<file path="src/rtl/atm_rx_pkg.sv">
package atm_rx_pkg;
    localparam int BYTE_W    = 8;
    localparam int ADDR_W    = 5;
    localparam int NULL_ADDR = (1 << ADDR_W) - 1;

    typedef struct packed {
        logic              valid;
        logic              first;
        logic              last;
        logic              err;
        logic [BYTE_W-1:0] data;
    } rx_byte_t;
endpackage

</file>
<file path="src/rtl/atm_rx_poll.sv">
module atm_rx_poll
    import atm_rx_pkg::*;
#(
    parameter int CELL_LEN = 53,
    parameter int FREE_W   = 8
) (
    input  logic              clk,
    input  logic              rst_n,
    input  logic              port_en,
    input  logic [ADDR_W-1:0] my_addr,
    input  logic [ADDR_W-1:0] rx_addr,
    input  logic [FREE_W-1:0] free_slots,
    output logic              clav,
    output logic              clav_oe
);
    localparam logic [FREE_W-1:0] NEED = FREE_W'(CELL_LEN);
    localparam logic [ADDR_W-1:0] NULLA = ADDR_W'(NULL_ADDR);

    typedef struct packed {
        logic sel;
        logic room;
    } poll_t;

    poll_t st_d, st_q;

    always_comb begin
        st_d      = st_q;
        st_d.sel  = port_en && (rx_addr == my_addr) && (rx_addr != NULLA);
        st_d.room = (free_slots >= NEED);
    end

    always_ff @(posedge clk or negedge rst_n) begin
        if (!rst_n) st_q <= '0;
        else        st_q <= st_d;
    end

    assign clav    = st_q.room;
    assign clav_oe = st_q.sel;

    // the null address never produces a drive enable
    assert_null_silent_R7: assert property (@(posedge clk) disable iff (!rst_n)
        clav_oe |-> ($past(rx_addr) != NULLA));

    // a high flag implies room for a whole cell at the poll edge
    assert_room_R6: assert property (@(posedge clk) disable iff (!rst_n)
        clav |-> ($past(free_slots) >= NEED));
endmodule

</file>
<file path="src/rtl/atm_rx_align.sv">
module atm_rx_align
    import atm_rx_pkg::*;
#(
    parameter int CELL_LEN = 53
) (
    input  logic              clk,
    input  logic              rst_n,
    input  logic              port_en,
    input  logic              rx_enb,
    input  logic              rx_soc,
    input  logic [BYTE_W-1:0] rx_data,
    output rx_byte_t          out_byte
);
    localparam int CNT_W = $clog2(CELL_LEN);
    localparam logic [CNT_W-1:0] LAST_POS = CNT_W'(CELL_LEN - 1);

    typedef struct packed {
        logic             enb;
        logic [CNT_W-1:0] cnt;   // 0 = no open cell, else bytes taken so far
        rx_byte_t         ob;
    } algn_t;

    algn_t st_d, st_q;

    always_comb begin
        st_d     = st_q;
        st_d.ob  = '0;
        st_d.enb = port_en & rx_enb;
        if (!port_en) begin
            st_d.cnt = '0;
        end else if (st_q.enb) begin
            if (rx_soc) begin
                st_d.ob.valid = 1'b1;
                st_d.ob.first = 1'b1;
                st_d.ob.err   = (st_q.cnt != '0);
                st_d.ob.data  = rx_data;
                st_d.cnt      = CNT_W'(1);
            end else if (st_q.cnt != '0) begin
                st_d.ob.valid = 1'b1;
                st_d.ob.data  = rx_data;
                if (st_q.cnt == LAST_POS) begin
                    st_d.ob.last = 1'b1;
                    st_d.cnt     = '0;
                end else begin
                    st_d.cnt = st_q.cnt + CNT_W'(1);
                end
            end
        end
    end

    always_ff @(posedge clk or negedge rst_n) begin
        if (!rst_n) st_q <= '0;
        else        st_q <= st_d;
    end

    assign out_byte = st_q.ob;

    // an error pulse only ever comes with a new first byte
    assert_err_first_R5: assert property (@(posedge clk) disable iff (!rst_n)
        out_byte.err |-> (out_byte.valid && out_byte.first));

    // a cell never opens and closes on the same byte
    assert_first_not_last_R3: assert property (@(posedge clk) disable iff (!rst_n)
        out_byte.valid |-> !(out_byte.first && out_byte.last));
endmodule

</file>
<file path="src/rtl/atm_rx_slave.sv">
module atm_rx_slave
    import atm_rx_pkg::*;
#(
    parameter int CELL_LEN = 53,
    parameter int FREE_W   = 8
) (
    input  logic              clk,
    input  logic              rst_n,
    input  logic              port_en,
    input  logic [4:0]        my_addr,
    input  logic [4:0]        rx_addr,
    input  logic              rx_enb,
    input  logic              rx_soc,
    input  logic [7:0]        rx_data,
    input  logic [FREE_W-1:0] free_slots,
    output logic              clav,
    output logic              clav_oe,
    output logic              out_valid,
    output logic [7:0]        out_data,
    output logic              out_first,
    output logic              out_last,
    output logic              out_err
);
    rx_byte_t ob;

    atm_rx_poll #(.CELL_LEN(CELL_LEN), .FREE_W(FREE_W)) u_poll (
        .clk(clk), .rst_n(rst_n), .port_en(port_en), .my_addr(my_addr),
        .rx_addr(rx_addr), .free_slots(free_slots),
        .clav(clav), .clav_oe(clav_oe)
    );

    atm_rx_align #(.CELL_LEN(CELL_LEN)) u_align (
        .clk(clk), .rst_n(rst_n), .port_en(port_en), .rx_enb(rx_enb),
        .rx_soc(rx_soc), .rx_data(rx_data), .out_byte(ob)
    );

    assign out_valid = ob.valid;
    assign out_data  = ob.data;
    assign out_first = ob.first;
    assign out_last  = ob.last;
    assign out_err   = ob.err;

    // an output byte needs the enable two edges back, while enabled
    assert_enb_delay_R1: assert property (@(posedge clk) disable iff (!rst_n)
        out_valid |-> ($past(rx_enb, 2) && $past(port_en)));

    // a disabled port never drives the shared flag
    assert_off_quiet_R8: assert property (@(posedge clk) disable iff (!rst_n)
        clav_oe |-> $past(port_en));
endmodule

</file>
<file path="config.mk">
export PLATFORM = sky130hd
export DESIGN_NAME = atm_rx_slave
export DESIGN_NICKNAME = d
export VERILOG_FILES = /design/src/rtl/atm_rx_pkg.sv /design/src/rtl/atm_rx_poll.sv /design/src/rtl/atm_rx_align.sv /design/src/rtl/atm_rx_slave.sv
export SDC_FILE = /design/constraint.sdc
export NUM_CORES = 1
export LEC_CHECK = 0
export ABC_AREA = 1
export BUFFER_PORTS_ARGS = -buffer_cell sky130_fd_sc_hd__buf_4
export CELL_PAD_IN_SITES_DETAIL_PLACEMENT = 0
export CELL_PAD_IN_SITES_GLOBAL_PLACEMENT = 1
export CORE_MARGIN = 2
export CORE_UTILIZATION = 36
export CTS_CLUSTER_DIAMETER = 50
export DETAILED_ROUTE_END_ITERATION = 8
export MAX_ROUTING_LAYER = met4
export PLACE_DENSITY = 0.94
export SYNTH_ARGS = -nofsm -noshare
export SYNTH_HDL_FRONTEND = slang
export SYNTH_SLANG_ARGS = --single-unit
</file>
<file path="constraint.sdc">
create_clock -name clk -period 2.1 [get_ports clk]
set_clock_uncertainty 0.1 [all_clocks]
set_input_delay 0.42 -clock clk [delete_from_list [all_inputs] [get_ports clk]]
set_output_delay 0.42 -clock clk [all_outputs]
set_load 0.01 [all_outputs]
</file>
==> out/metrics.csv <==
stage;metric;value;unit
die;core region area;0.00303;mm^2
global_route;Total Routing Usage GR;14.4;%
setup_path;Reg2Reg Launch Point;u_align.st_q[12]$_DFFE_PN0P_;
setup_path;Crit. Startpoint;u_align.st_q[12]$_DFFE_PN0P_;
drt;WL per Instance;10.1;um
finish;commonest non-fill, non-tap cell in the layout;buf_4;
global_route;pin count of the biggest net entering global routing;22;
placement;IO Port Bufs;44;
drt;Vias;1009;
placement;Post-DP Area;0.00145;mm^2
setup_path;R2R setup slack;0.61;ns
clock_network;CTS clk-pin slew, worst paths;0.12;ns
clock_network;H-tree Lvls;1;
placement;Worst Setup Slack post-DPL;0.637;ns
timing;Final Hold Vio Count;0;
min_path;worst hold path class;input port to flip-flop;
clock_network;Clock Path Buffers;2;
synth;synthesized flop and latch total;21;
die;I/O pin total;45;
global_route;global-route wire length before repair;3.75;mm
setup_path;r2r endpoint;u_align.st_q[15]$_DFFE_PN0P_;
clock_network;clock sinks;21;
timing;Max Clock Freq;673;MHz
drt;DR vias/cell;4.43;
synth;syn_area_per_cell;7.85;um^2
global_route;number of global-route vias before repair;990;
pwr;LEAKAGE;0.000878;uW
setup_path;Critical path buffers and inverters;3;
finish;Ant. Diodes;0;
synth;Mapped Nets;178;
pwr;switching share of power;26.4;%
setup_path;Worst path top cell family by delay;simple AND/OR/NAND/NOR gates;
die;die footprint;0.00363;mm^2
setup_path;critical path startpoint category;flip-flop;
global_route;antenna violations before repair;0;
clock_network;CTS resizes;0;
run;max cap viols;0;
setup_path;Worst EP arrival;1.65;ns
setup_path;max incr delay on CP;0.41;ns
synth;Mapped Cells;145;
setup_path;CP Data Required Time;2.26;ns
timing;Final Slew Violations;0;
timing;Final Critical Period;1.49;ns
pwr;cell internal pwr;551;uW
clock_network;CTS tree;done;
pwr;Comb power frac;16.8;%
pwr;total power;749;uW
setup_path;crit path cell chain;inv_1 > ha_1 > inv_1 > nor2_1 > nand2_1 > inv_1 > nor2_1 > nand4_1 > nand2_1;
finish;Final #Nets;218;
setup_path;crit end category;flip-flop;
timing;fin worst setup slack;0.614;ns
finish;share of layout cells above drive strength 1;32.1;%
setup_path;critical path class;flip-flop to flip-flop;
die;Initial Utilization;37.6;%
clock_network;Num CTS Buffers;3;
setup_path;slowest cell on the critical path;dfrtp_1;
status;status;finished clean;
placement;hpwl dp;1.84;mm
timing;setup violators final;0;
die;# rows;20;
synth;synth warn;0;
pwr;Seq pwr share;55.9;%
drt;Routed Antenna Nets;0;
finish;synth-to-layout area growth;30.2;%
pwr;PwrDens;505;mW/mm^2
global_route;total gr overflow;0;
die;DIE WIDTH;60.2;um
die;Die Span Y;60.2;um
setup_path;crit-path most repeated cell;inv_1;
drt;drt drc;0;
pwr;Worst VDD drop;173;uV
timing;RSZ-0062 raised after global routing;false;
clock_network;worst-skew pair later-pin latency;0.31;ns
finish;most frequent cells in the layout;buf_4, nand2_1, inv_1;
drt;DRT Wirelength;2.29;mm
timing;Tightest Pin Transition;0.270;ns
setup_path;r2r worst-path depth;9;
placement;Placed Cells;223;
pwr;net switching power;198;uW
timing;Final TNS setup;0;ns
setup_path;Levels on crit path;9;
synth;sequential area share after synthesis;46.2;%
finish;final cell count without fillers;228;
drt;Initial DRC Count;12;
synth;post-synthesis cell area;0.00114;mm^2
pwr;clock share of power;27.2;%
setup_path;worst setup path endpoint;u_align.st_q[15]$_DFFE_PN0P_;
finish;Register Area;526;um^2
setup_path;crit-path max FO;5;
finish;multi-input logic area;429;um^2
timing;worst relative slew slack;82.0;%
finish;# fillers;307;
clock_network;Root Driver;clkbuf_4;
placement;gpl congestion;0.870;
finish;design area;0.00148;mm^2
drt;first-pass detailed-route iteration total;4;
synth;Netlist cell types;25;
timing;Final period util;70.8;%
==> worst min path at each step <==
stage / startpoint / end / depth (start not counted)
final: rx_enb / u_align.st_q[18]$_DFF_PN0_ / 3
after global placement: rst_n / u_align.st_q[15]$_DFFE_PN0P_ / 1
after floorplan: rst_n / u_align.out_byte[0]$_DFF_PN0_ / 0
after CTS: rx_enb / u_align.st_q[18]$_DFF_PN0_ / 3
after detailed placement: rst_n / u_align.st_q[15]$_DFFE_PN0P_ / 1
after global routing: rx_enb / u_align.st_q[18]$_DFF_PN0_ / 3
==> cell families after synthesis <==
| family | share of synthesized area (%) |
|---|---|
| xor+xnor | 0.769 |
| compound gates | 4.29 |
| flops | 46.2 |
| buf+inv | 16.2 |
| simple gates | 30.4 |
| fa+ha+maj | 2.20 |
==> power groups by stage <==
stage	clock [uW]	combinational, uW	sequential, uW
floorplan	0	57.9	428
global placement	0	123	427
CTS	210	129	419
detailed placement	0	127	427
global route	227	141	420
finish	204	126	419
==> area by class of cell <==
cell class | count | share of cell area [%]
clock inverters | 1 | 0.338
clock buffers | 3 | 1.52
repair buffers | 45 | 23.0
well taps | 44 | 3.71
multi-input cells | 86 | 28.9
flip-flops and latches | 21 | 35.4
inverters | 28 | 7.09
==> worst register-to-register path, stage by stage (launching register included) <==
cell and delay, ns:
dfrtp_1 0.41, inv_1 0.09, ha_1 0.25, inv_1 0.07, nor2_1 0.03, nand2_1 0.15, inv_1 0.08, nor2_1 0.11
nand4_1 0.09, nand2_1 0.06
==> state kept, by name, summed over array words and instances, names as in the netlist <==
| signal | count |
|---|---|
| u_poll.clav_oe | 1 |
| u_align.st_q | 7 |
| u_align.out_byte | 12 |
| u_poll.clav | 1 |
==> Yosys cell counts (all sizes together) <==
cell type  count  share of area, %
o21ai          4               2.1
nand4          8               4.9
nor3           2              0.88
a21oi          2              0.88
buf           10               6.9
xnor2          1              0.77
or2            2               1.3
nand2         35                13
dfrtp         21                46
ha             2               2.2
nand3          7               3.5
o21a           1              0.66
inv           28               9.2
o211ai         1              0.66
nor2          21               7.1
==> stage by stage <==
step	utilization, %	hold slack (ns)
finish	49.0	0.185
global route	49.0	0.172
CTS	49.0	0.185
detailed placement	47.7	0.224
global placement	47.7	0.215
floorplan	-	0.0244
==> repair_timing <==
item | in CTS | in global routing
hold buffers | 1 | 0
setup buffers | 0 | 0
hold endpoints to repair | 21 | 0
==> per-layer routing <==
layer	routed length [um]	GRT usage (%)	vias up
met4	70	8.57	0
met3	148	1.95	7
met5	0	-	-
met1	897	14.2	440
met2	1180	26.4	47
li1	-	-	515
(Power assumes the default switching activity.)
